--- config.mk ---
export PLATFORM = sky130hd
export DESIGN_NAME = instr_cycle_seq
export DESIGN_NICKNAME = d
export VERILOG_FILES = /design/src/rtl/ics_pkg.sv /design/src/rtl/ics_ctrl.sv /design/src/rtl/ics_regs.sv /design/src/rtl/instr_cycle_seq.sv
export SDC_FILE = /design/constraint.sdc
export NUM_CORES = 1
export LEC_CHECK = 0
export BUFFER_PORTS_ARGS = -buffer_cell sky130_fd_sc_hd__buf_2
export CAP_MARGIN = 15
export CORE_MARGIN = 4
export CORE_UTILIZATION = 45
export DETAILED_ROUTE_END_ITERATION = 7
export PLACE_DENSITY = 0.78
export SLEW_MARGIN = 20
export SYNTH_ARGS = -nofsm -noshare
export SYNTH_HDL_FRONTEND = slang
export SYNTH_SLANG_ARGS = --single-unit
--- constraint.sdc ---
create_clock -name clk -period 3.1 [get_ports clk]
set_clock_uncertainty 0.2 [all_clocks]
set_input_delay 0.62 -clock clk [delete_from_list [all_inputs] [get_ports clk]]
set_output_delay 0.62 -clock clk [all_outputs]
set_load 0.03 [all_outputs]
--- src/rtl/ics_pkg.sv ---
// Package: shared encodings for the instruction cycle sequencer.
// Assumes: one step per enum value; the source selects are decoded by ics_regs.
package ics_pkg;

    typedef enum logic [3:0] {
        S_FADDR,   // instruction address into MAR
        S_FMEM,    // instruction read into MBR
        S_FIR,     // MBR into IR
        S_DEC,     // sample decoder hints
        S_OADDR,   // operand address calculation
        S_IREAD,   // pointer read (indirect)
        S_ILOAD,   // pointer into MAR
        S_OREAD,   // operand read
        S_EXEC,    // data operation
        S_RADDR,   // result address calculation
        S_RWRITE,  // result write
        S_ICHK,    // interrupt check
        S_ISAVE    // program counter save
    } step_e;

    typedef enum logic [1:0] {MAR_PC, MAR_EA, MAR_PTR, MAR_SAVE} mar_src_e;
    typedef enum logic [1:0] {MBR_MEM, MBR_ACC, MBR_PC}          mbr_src_e;

endpackage

--- src/rtl/ics_ctrl.sv ---
// Module: step sequencer of the instruction cycle.
// Holds the current step, the operand/result loop index and the latched
// decoder hints, and emits register-load strobes and memory requests.
// Assumes: mem_ready is only meaningful while mem_req is high.
module ics_ctrl
    import ics_pkg::*;
#(
    parameter int CW = 3
) (
    input  logic          clk,
    input  logic          rst_n,
    input  logic          mem_ready,
    input  logic          dec_indirect,
    input  logic [CW-1:0] dec_num_ops,
    input  logic [CW-1:0] dec_num_res,
    input  logic          irq,
    input  logic          irq_en_set,
    output logic          mem_req,
    output logic          mem_we,
    output logic          ld_pc,
    output logic          pc_to_handler,
    output logic          ld_ir,
    output logic          ld_mar,
    output logic          ld_mbr,
    output mar_src_e      mar_src,
    output mbr_src_e      mbr_src,
    output logic          acc_clr,
    output logic          acc_en,
    output logic [CW:0]   addr_off,
    output logic          irq_en
);

    step_e         st, st_nxt;
    logic [CW-1:0] idx;
    logic [CW-1:0] nops_q, nres_q;
    logic          ind_q;
    logic          res_ph;
    logic          last_op, last_res, take_irq;

    assign last_op  = ({1'b0, idx} + 1'b1) == {1'b0, nops_q};
    assign last_res = ({1'b0, idx} + 1'b1) == {1'b0, nres_q};
    assign take_irq = (st == S_ICHK) && irq && irq_en;

    // Next step and strobes for the current step.
    always_comb begin
        st_nxt        = st;
        mem_req       = 1'b0;
        mem_we        = 1'b0;
        ld_pc         = 1'b0;
        pc_to_handler = 1'b0;
        ld_ir         = 1'b0;
        ld_mar        = 1'b0;
        ld_mbr        = 1'b0;
        mar_src       = MAR_PC;
        mbr_src       = MBR_MEM;
        acc_clr       = 1'b0;
        acc_en        = 1'b0;
        addr_off      = {1'b0, idx};
        unique case (st)
            S_FADDR: begin
                ld_mar = 1'b1;
                st_nxt = S_FMEM;
            end
            S_FMEM: begin
                mem_req = 1'b1;
                if (mem_ready) begin
                    ld_mbr = 1'b1;
                    ld_pc  = 1'b1;
                    st_nxt = S_FIR;
                end
            end
            S_FIR: begin
                ld_ir  = 1'b1;
                st_nxt = S_DEC;
            end
            S_DEC: begin
                acc_clr = 1'b1;
                st_nxt  = (dec_num_ops != '0) ? S_OADDR : S_EXEC;
            end
            S_OADDR: begin
                ld_mar  = 1'b1;
                mar_src = MAR_EA;
                st_nxt  = ind_q ? S_IREAD : S_OREAD;
            end
            S_IREAD: begin
                mem_req = 1'b1;
                if (mem_ready) begin
                    ld_mbr = 1'b1;
                    st_nxt = S_ILOAD;
                end
            end
            S_ILOAD: begin
                ld_mar  = 1'b1;
                mar_src = MAR_PTR;
                if (res_ph) begin
                    ld_mbr  = 1'b1;
                    mbr_src = MBR_ACC;
                    st_nxt  = S_RWRITE;
                end else begin
                    st_nxt  = S_OREAD;
                end
            end
            S_OREAD: begin
                mem_req = 1'b1;
                if (mem_ready) begin
                    ld_mbr = 1'b1;
                    acc_en = 1'b1;
                    st_nxt = last_op ? S_EXEC : S_OADDR;
                end
            end
            S_EXEC: begin
                st_nxt = (nres_q != '0) ? S_RADDR : S_ICHK;
            end
            S_RADDR: begin
                ld_mar   = 1'b1;
                mar_src  = MAR_EA;
                addr_off = {1'b0, nops_q} + {1'b0, idx};
                if (ind_q) begin
                    st_nxt  = S_IREAD;
                end else begin
                    ld_mbr  = 1'b1;
                    mbr_src = MBR_ACC;
                    st_nxt  = S_RWRITE;
                end
            end
            S_RWRITE: begin
                mem_req = 1'b1;
                mem_we  = 1'b1;
                if (mem_ready) st_nxt = last_res ? S_ICHK : S_RADDR;
            end
            S_ICHK: begin
                if (take_irq) begin
                    ld_mar  = 1'b1;
                    mar_src = MAR_SAVE;
                    ld_mbr  = 1'b1;
                    mbr_src = MBR_PC;
                    st_nxt  = S_ISAVE;
                end else begin
                    st_nxt  = S_FADDR;
                end
            end
            S_ISAVE: begin
                mem_req = 1'b1;
                mem_we  = 1'b1;
                if (mem_ready) begin
                    ld_pc         = 1'b1;
                    pc_to_handler = 1'b1;
                    st_nxt        = S_FADDR;
                end
            end
            default: st_nxt = S_FADDR;
        endcase
    end

    // Step register.
    always_ff @(posedge clk) begin
        if (!rst_n) st <= S_FADDR;
        else        st <= st_nxt;
    end

    // Loop index, phase flag and latched decoder hints.
    always_ff @(posedge clk) begin
        if (!rst_n) begin
            idx    <= '0;
            res_ph <= 1'b0;
            ind_q  <= 1'b0;
            nops_q <= '0;
            nres_q <= '0;
        end else begin
            if (st == S_DEC) begin
                idx    <= '0;
                res_ph <= 1'b0;
                ind_q  <= dec_indirect;
                nops_q <= dec_num_ops;
                nres_q <= dec_num_res;
            end else if (st == S_EXEC) begin
                idx    <= '0;
                res_ph <= 1'b1;
            end else if ((st == S_OREAD || st == S_RWRITE) && mem_ready) begin
                idx    <= idx + 1'b1;
            end
        end
    end

    // Interrupt enable: a taken interrupt wins over a set pulse.
    always_ff @(posedge clk) begin
        if (!rst_n)          irq_en <= 1'b0;
        else if (take_irq)   irq_en <= 1'b0;
        else if (irq_en_set) irq_en <= 1'b1;
    end

endmodule

--- src/rtl/ics_regs.sv ---
// Module: architectural registers PC, IR, MAR, MBR plus the operand combiner.
// Loads each register on its strobe from the source picked by the sequencer.
// Assumes: DW > AW, and the base address is the low AW bits of IR.
module ics_regs
    import ics_pkg::*;
#(
    parameter int          AW           = 8,
    parameter int          DW           = 16,
    parameter int          CW           = 3,
    parameter logic [AW-1:0] HANDLER_ADDR = '0,
    parameter logic [AW-1:0] SAVE_ADDR    = '0
) (
    input  logic          clk,
    input  logic          rst_n,
    input  logic [DW-1:0] mem_rdata,
    input  logic          ld_pc,
    input  logic          pc_to_handler,
    input  logic          ld_ir,
    input  logic          ld_mar,
    input  logic          ld_mbr,
    input  mar_src_e      mar_src,
    input  mbr_src_e      mbr_src,
    input  logic          acc_clr,
    input  logic          acc_en,
    input  logic [CW:0]   addr_off,
    output logic [AW-1:0] pc,
    output logic [DW-1:0] ir,
    output logic [AW-1:0] mar,
    output logic [DW-1:0] mbr
);

    logic [DW-1:0] acc;
    logic [AW-1:0] ea;
    logic [AW-1:0] mar_d;
    logic [DW-1:0] mbr_d;

    assign ea = ir[AW-1:0] + AW'(addr_off);

    // Source selection for MAR and MBR.
    always_comb begin
        unique case (mar_src)
            MAR_PC:   mar_d = pc;
            MAR_EA:   mar_d = ea;
            MAR_PTR:  mar_d = mbr[AW-1:0];
            default:  mar_d = SAVE_ADDR;
        endcase
        unique case (mbr_src)
            MBR_MEM:  mbr_d = mem_rdata;
            MBR_ACC:  mbr_d = acc;
            default:  mbr_d = DW'(pc);
        endcase
    end

    // Register file updates on the strobes.
    always_ff @(posedge clk) begin
        if (!rst_n) begin
            pc  <= '0;
            ir  <= '0;
            mar <= '0;
            mbr <= '0;
            acc <= '0;
        end else begin
            if (ld_pc)   pc  <= pc_to_handler ? HANDLER_ADDR : pc + 1'b1;
            if (ld_ir)   ir  <= mbr;
            if (ld_mar)  mar <= mar_d;
            if (ld_mbr)  mbr <= mbr_d;
            if (acc_clr)     acc <= '0;
            else if (acc_en) acc <= acc ^ mem_rdata;
        end
    end

endmodule

--- src/rtl/instr_cycle_seq.sv ---
// Module: top of the instruction cycle sequencer.
// Joins the step sequencer to the register set; memory address and write
// data come straight from MAR and MBR.
// Assumes: one memory port, decoder hints valid while ir is stable.
module instr_cycle_seq
    import ics_pkg::*;
#(
    parameter int            AW           = 8,
    parameter int            DW           = 16,
    parameter int            CW           = 3,
    parameter logic [AW-1:0] HANDLER_ADDR = 8'h30,
    parameter logic [AW-1:0] SAVE_ADDR    = 8'h3F
) (
    input  logic          clk,
    input  logic          rst_n,
    output logic          mem_req,
    output logic          mem_we,
    output logic [AW-1:0] mem_addr,
    output logic [DW-1:0] mem_wdata,
    input  logic [DW-1:0] mem_rdata,
    input  logic          mem_ready,
    output logic [DW-1:0] ir,
    output logic [AW-1:0] pc,
    input  logic          dec_indirect,
    input  logic [CW-1:0] dec_num_ops,
    input  logic [CW-1:0] dec_num_res,
    input  logic          irq,
    input  logic          irq_en_set,
    output logic          irq_en,
    output logic          ld_pc,
    output logic          ld_ir,
    output logic          ld_mar,
    output logic          ld_mbr
);

    mar_src_e    mar_src;
    mbr_src_e    mbr_src;
    logic        pc_to_handler;
    logic        acc_clr, acc_en;
    logic [CW:0] addr_off;

    ics_ctrl #(.CW(CW)) u_ctrl (
        .clk(clk), .rst_n(rst_n), .mem_ready(mem_ready),
        .dec_indirect(dec_indirect), .dec_num_ops(dec_num_ops),
        .dec_num_res(dec_num_res), .irq(irq), .irq_en_set(irq_en_set),
        .mem_req(mem_req), .mem_we(mem_we), .ld_pc(ld_pc),
        .pc_to_handler(pc_to_handler), .ld_ir(ld_ir), .ld_mar(ld_mar),
        .ld_mbr(ld_mbr), .mar_src(mar_src), .mbr_src(mbr_src),
        .acc_clr(acc_clr), .acc_en(acc_en), .addr_off(addr_off),
        .irq_en(irq_en)
    );

    ics_regs #(
        .AW(AW), .DW(DW), .CW(CW),
        .HANDLER_ADDR(HANDLER_ADDR), .SAVE_ADDR(SAVE_ADDR)
    ) u_regs (
        .clk(clk), .rst_n(rst_n), .mem_rdata(mem_rdata),
        .ld_pc(ld_pc), .pc_to_handler(pc_to_handler), .ld_ir(ld_ir),
        .ld_mar(ld_mar), .ld_mbr(ld_mbr), .mar_src(mar_src),
        .mbr_src(mbr_src), .acc_clr(acc_clr), .acc_en(acc_en),
        .addr_off(addr_off), .pc(pc), .ir(ir), .mar(mem_addr),
        .mbr(mem_wdata)
    );

endmodule

==> impl_results.md, run 1 <==
* Drt drc at 0
* Final Hold Fails at 0
* Placer Congestion at 0.947
* Layout area overhead at 16.7%
* IO Port Bufs at 82
* CTS buffer count at 9
* Synth area leaders: dfxtp_1 36%, nand2_1 5.9%, xor2_1 4.7%
* Htree depth at 3
* Chip height at 108 um
* Routed len/inst at 17.9 um
* Final WS setup at 127 ps
* Clk_lat worst skew at 360 ps
* Pwr Total at 3.90 mW
* I/O pin count at 83
* GRT Overall Usage at 0.231
* Distinct cells, synth at 81
* Leak pwr at 2.15 nW
* Final setup viols at 0
* Clock root cell: clkbuf_8
* Ys async rst share at 0
* Max cap viols at 0
* Multi-input gate area at 2640 um^2
* Crit end category: output port
* Largest area contributor in the netlist: dfxtp_1
* CTS tree: built
* Global-route wire length before repair at 21.7 mm
* Largest net degree at the start of global routing at 33
* Final WL at 13.6 mm
* Worst-Margin Slew at 731 ps
* Worst-path clk slew at 80 ps
* Post-Syn Area at 4500 um^2
* Slowest-stage cell, CP: nor4bb_2
* Data required time of the worst path at 2280 ps
* Worst Setup Start Kind: flip-flop
* Main synth FF type: dfxtp_1
* Crit Path Class: flip-flop to output port
* Filler instances at 906
* Post-synth top area share at 0.356
* Rel. slew slack at 0.512
* Seq/Total Area, Yosys at 0.356
* Post-Place Cells at 743
* Syn_nets at 589
* Most common cell after layout, fill and taps aside: buf_2
* CTS sink count at 80
* Yosys warning count at 0
* HP Class: flip-flop to flip-flop
* Avg Synthesized Cell Area at 8.18 um^2
* DR iter-0 viols at 480
* Initial antenna violation count at 0
* CP arrival at 2150 ps
* Layout net count at 660
* Die width at 108 um
* Crit-path cells: buf_4 > nor4bb_2 > a22oi_2 > nand3_2 > buf_2
* Non-Filler Instances at 759
* Diodes inserted at 0
* Via count of the routed design at 4633
* Clock Tree Buf Depth at 2
* Gate Count Post-Synth at 550
* Slew Limit Fails at 0
* Initial core utilization at 0.460
* ANT nets after route at 0
* Fraction of layout cells with a size suffix above 1 at 0.219
* Cts hold-fix bufs at 0
* PwrDens at 744 nW/um^2
* FMAX at 0.336 GHz
* Fin Hold WS at 259 ps
* Vias per Instance at 6.10
* Final Cycle Share at 0.959
* FF/Latch Area at 1600 um^2
* Core area at 9770 um^2
* Final HPWL DP at 9.69 mm
* Min Tclk post-route at 2970 ps
* Setup TNS at 0 ps
* RSZ-0062 raised after global routing: false
* Biggest cell delay along the critical path at 460 ps
* Row Count at 36
* Crit Path Max Fanout at 28
* Die area at 11700 um^2
* EDFF count, synth at 0
* Commonest non-fill, non-tap cells in the layout: 82 x buf_2, 80 x dfxtp_1, 71 x nand2_1
* Setup WS pre-CTS at 139 ps
* Vias in the first global route at 4313
* Setup repair bufs after CTS at 0
* Overflow after GRT at 0
* Register bit total from synthesis at 80
* Run status: completed
* IR drop worst, VDD at 0.389 mV
* Initial DRT Pass Iterations at 5
==> flip-flops by register name, summed over array words and instances (netlist names) <==
signal and count:
u_regs.ir 16, u_regs.acc 16, u_ctrl.nres_q 3, u_ctrl.idx 3, u_regs.pc 8, u_regs.mbr 16, u_ctrl.res_ph 1, u_ctrl.irq_en 1
u_ctrl.ind_q 1, u_regs.mar 8, u_ctrl.nops_q 3, u_ctrl.st 4
==> what timing repair did <==
action                                  4_1_cts  5_1_grt
endpoints found under the setup margin        0        2
gates resized for setup                       0        4
hold endpoints to repair                      0        0
==> metrics by stage <==
stage                     cell area, um^2  utilization
final                                5250        0.537
after global routing                 5250        0.537
after CTS                            5230        0.535
after detailed placement             5000        0.512
after global placement               5000        0.512
after floorplan                      4500            -
==> worst paths after layout <==
| check | startpoint | to | slack (ps) | depth (start not counted) |
|---|---|---|---|---|
| setup / recovery | u_ctrl.st[2] | ld_mbr | 130 | 5 |
| hold / removal | u_regs.ir[9] | u_regs.ir[9] | 260 | 2 |
| setup reg to reg | u_ctrl.idx[0] | u_regs.mar[7] | 180 | 10 |
| hold reg to reg | u_regs.ir[9] | u_regs.ir[9] | 260 | 2 |
==> report_power, final <==
group          switching [mW]  total, mW  internal, mW
Clock                   0.393      0.893         0.500
Sequential              0.158       1.34          1.18
Combinational            1.10       1.68         0.575
==> worst max-delay path, delay by kind of cell, from the launching register on <==
kind                   cells  cell delay [ps]
AND/OR/NAND/NOR            2              680
buffers and inverters      2              550
flip-flops                 1              390
AO/OA/AOI/OAI              1              170
==> cell usage after synthesis (9+ instances only) <==
cell type and n:
nand3_1 30, xor2_1 24, o21ai_0 28, inv_1 15
nor3_1 15, nor2_1 38, a21oi_1 40, buf_2 20
clkbuf_1 15, ha_1 9, nand2_1 71, a31oi_1 11
dfxtp_1 80
==> routing by layer <==
layer	wire length, um	vias to the layer above	GRT usage	share of wire
met5	0	-	0	0
met4	298	0	0.0911	0.022
met3	1190	31	0.0382	0.087
met2	6240	226	0.365	0.46
met1	5860	2235	0.316	0.43
li1	-	2141	-	-
==> cell families after synthesis <==
family / share of synthesized area
flip-flops: 0.356
AO/OA/AOI/OAI: 0.234
multiplexers: 0.0136
XOR/XNOR: 0.0584
adder cells (fa/ha/maj): 0.0339
buffers and inverters: 0.0615
AND/OR/NAND/NOR: 0.243
==> layout make-up <==
type,instances,area share
Clock buffer,12,0.0295
Clock inverter,4,0.0145
Inverter,16,0.0114
Multi-Input combinational cell,413,0.503
Sequential cell,80,0.305
Tap cell,133,0.0317
Timing Repair Buffer,101,0.105
Note: power is estimated with default switching activity, not from simulation.
==> inputs of run 2 (changes only) <==
--- a/config.mk
+++ b/config.mk
@@ -14,4 +14,5 @@
 export SLEW_MARGIN = 20
 export SYNTH_ARGS = -nofsm -noshare
 export SYNTH_HDL_FRONTEND = slang
+export SYNTH_HIERARCHICAL = 1
 export SYNTH_SLANG_ARGS = --single-unit
==> impl_results.md, run 2 <==
* Most common cell after layout, fill and taps aside: buf_2 (unchanged)
* Slew Limit Fails at 0 (unchanged)
* Htree depth at 3 (unchanged)
* IR drop worst, VDD at 0.286 mV (was 0.389 mV)
* Critical path's top delay family: flip-flops (was simple AND/OR/NAND/NOR gates)
* Gates resized, CTS repair at 0 (unchanged)
* Rel. slew slack at 0.526 (was 0.512)
* Post-synth top area share at 0.357 (was 0.356)
* Largest area contributor in the netlist: dfxtp_1 (unchanged)
* Core area at 9730 um^2 (was 9770 um^2)
* Run status: completed (unchanged)
* Placer Congestion at 0.936 (was 0.947)
* Clock root cell: clkbuf_8 (unchanged)
* Setup TNS at 0 ps (unchanged)
* CTS tree: built (unchanged)
* CTS buffer count at 9 (unchanged)
* Routed len/inst at 15.6 um (was 17.9 um)
* WP buf/inv at 2 (unchanged)
* Post-synth top cells: 80 x dfxtp_1, 56 x nand2_1, 50 x mux2i_1 (was 80 x dfxtp_1, 71 x nand2_1, 40 x a21oi_1)
* Initial DRT Pass Iterations at 5 (unchanged)
* Crit Path Class: flip-flop to output port (unchanged)
* Yosys warning count at 6 (was 0)
* Diodes inserted at 0 (unchanged)
* Syn_nets at 558 (was 589)
* Fraction of layout cells with a size suffix above 1 at 0.217 (was 0.219)
* Multi-input gate area at 2650 um^2 (was 2640 um^2)
* FMAX at 0.343 GHz (was 0.336 GHz)
* Final Cycle Share at 0.939 (was 0.959)
* Row Count at 36 (unchanged)
* Clock Tree Buf Depth at 2 (unchanged)
* Most frequent cell after synthesis: dfxtp_1 (unchanged)
* Chip height at 108 um (about the same)
* Global-route wire length before repair at 18.5 mm (was 21.7 mm)
* Initial antenna violation count at 0 (unchanged)
* Comb power frac at 0.382 (was 0.429)
* Internal power at 2.00 mW (was 2.25 mW)
* Ys async rst share at 0 (unchanged)
* Worst-Margin Slew at 706 ps (was 731 ps)
* Avg Synthesized Cell Area at 8.64 um^2 (was 8.18 um^2)
* Biggest registers after layout: u_regs/acc x16, u_regs/ir x16, u_regs/mbr x16 (was u_regs.acc x16, u_regs.ir x16, u_regs.mbr x16)
* Data required time of the worst path at 2280 ps (about the same)
* Layout net count at 632 (was 660)
* Initial core utilization at 0.461 (was 0.460)
* ANT nets after route at 0 (unchanged)
* Fin Hold WS at 269 ps (was 259 ps)
* Biggest cell delay along the critical path at 590 ps (was 460 ps)
* Post-Place Cells at 715 (was 743)
* Largest net degree at the start of global routing at 39 (was 33)
* Distinct cells, synth at 66 (was 81)
* Register bit total from synthesis at 80 (unchanged)
* Via count of the routed design at 3987 (was 4633)
* Die area at 11600 um^2 (was 11700 um^2)
* Reg power frac at 0.378 (was 0.342)
* Drt drc at 0 (unchanged)
* Overflow after GRT at 0 (unchanged)
* Crit Path Max Fanout at 14 (was 28)
* Gate Count Post-Synth at 519 (was 550)
* R2r setup slk at 190 ps (was 180 ps)
* Clock network fraction of total power at 0.240 (was 0.229)
* Crit end category: output port (unchanged)
* Slowest-stage cell, CP: dfxtp_1 (was nor4bb_2)
* Worst Setup Start Kind: flip-flop (unchanged)
* Worst-path clk slew at 90 ps (was 80 ps)
* Vias per Instance at 5.45 (was 6.10)
* CTS sink count at 80 (unchanged)
* Max cap viols at 0 (unchanged)
* Main synth FF type: dfxtp_1 (unchanged)
* Post-Syn Area at 4480 um^2 (was 4500 um^2)
* Crit-path cells: nand2b_1 > or3_1 > inv_2 > a311o_1 > buf_2 (was buf_4 > nor4bb_2 > a22oi_2 > nand3_2 > buf_2)
* Die width at 108 um (about the same)
* Leak pwr at 2.11 nW (was 2.15 nW)
* HP Class: flip-flop to flip-flop (unchanged)
* Final WL at 11.4 mm (was 13.6 mm)
* PwrDens at 639 nW/um^2 (was 744 nW/um^2)
* Seq/Total Area, Yosys at 0.357 (was 0.356)
* FF/Latch Area at 1600 um^2 (unchanged)
* Setup repair bufs after CTS at 0 (unchanged)
* DR iter-0 viols at 382 (was 480)
* Final Hold Fails at 0 (unchanged)
* RSZ-0062 raised after global routing: false (unchanged)
* Layout area overhead at 16.5% (was 16.7%)
* Synth area leaders: dfxtp_1 36%, mux2i_1 11%, nor2b_1 4.7% (was dfxtp_1 36%, nand2_1 5.9%, xor2_1 4.7%)
* Final setup viols at 0 (unchanged)
* Sw frac at 0.402 (was 0.423)
* EDFF count, synth at 0 (unchanged)
* I/O pin count at 83 (unchanged)
* Switching pwr at 1.34 mW (was 1.65 mW)
* Cts hold-fix bufs at 0 (unchanged)
* Vias in the first global route at 3812 (was 4313)
* Min Tclk post-route at 2910 ps (was 2970 ps)
* Non-Filler Instances at 731 (was 759)
* Post-route design area at 5220 um^2 (was 5250 um^2)
* Filler instances at 919 (was 906)
* Placed inst area at 5020 um^2 (was 5000 um^2)
* IO Port Bufs at 82 (unchanged)
* Final HPWL DP at 8.33 mm (was 9.69 mm)
* GRT Overall Usage at 0.198 (was 0.231)
* Clk_lat worst skew at 360 ps (about the same)
* Commonest non-fill, non-tap cells in the layout: 82 x buf_2, 80 x dfxtp_1, 56 x nand2_1 (was 82 x buf_2, 80 x dfxtp_1, 71 x nand2_1)
* CP arrival at 2090 ps (was 2150 ps)
[run 2: cell types whose count changed in the layout (fill, tap and decap cells not counted), moves of 10 or more]
cell,before,now
nor3_1,15,4
nor2b_1,5,34
nand3_1,30,7
nand2_1,71,56
a31oi_1,11,1
a21oi_1,40,12
mux2i_1,5,50
[run 2: kinds of logic after synthesis]
logic type / Yosys count / share of synthesized area
compound gates: 103 / 0.158
xor+xnor: 33 / 0.0645
fa+ha+maj: 11 / 0.0341
buf+inv: 55 / 0.0547
flops: 80 / 0.357
mux: 55 / 0.124
simple gates: 182 / 0.207
[run 2: final timing paths]
path                         start               end  depth (start not counted)
setup / recovery      u_ctrl/st[2]            ld_mbr                          5
hold / removal    u_ctrl/nops_q[0]  u_ctrl/nops_q[0]                          2
setup reg to reg     u_ctrl/idx[0]     u_regs/mar[6]                         11
hold reg to reg   u_ctrl/nops_q[0]  u_ctrl/nops_q[0]                          2
[run 2: power groups by stage]
stage,logic (mW),clock network (mW),registers (mW)
2_1_floorplan,0.827,0,1.37
3_3_place_gp,1.22,0,1.28
6_report,1.27,0.799,1.26
5_1_grt,1.38,0.857,1.28
4_1_cts,1.26,0.817,1.26
3_5_place_dp,1.25,0,1.28
[run 2: tightest hold or removal path, cell delays in order (launching register included)]
cell	delay (ps)
dfxtp_1	320
nand2_1	50
a21boi_1	50
[run 2: routing by layer]
metal	routed length, um	global-route usage	vias to the layer above	part of all wire
li1	-	-	1931	-
met2	5290	0.314	132	0.46
met5	0	0	-	0
met1	5260	0.259	1900	0.46
met3	626	0.0462	24	0.055
met4	252	0.0784	0	0.022
[run 2: cell type report]
class,count,share of cell area
Multi-Input combinational cell,384,0.508
Sequential cell,80,0.307
Timing Repair Buffer,96,0.0988
Tap cell,133,0.0319
Clock buffer,10,0.0264
Inverter,22,0.0158
Clock inverter,6,0.0125
[run 2: through the flow]
| step | utilization | setup WS, ps | total power, mW |
|---|---|---|---|
| detailed placement | 0.516 | 232 | 2.53 |
| global placement | 0.516 | 283 | 2.50 |
| CTS | 0.537 | 200 | 3.33 |
| finish | 0.537 | 188 | 3.34 |
| floorplan | - | 389 | 2.20 |
| global route | 0.537 | 5.91 | 3.51 |
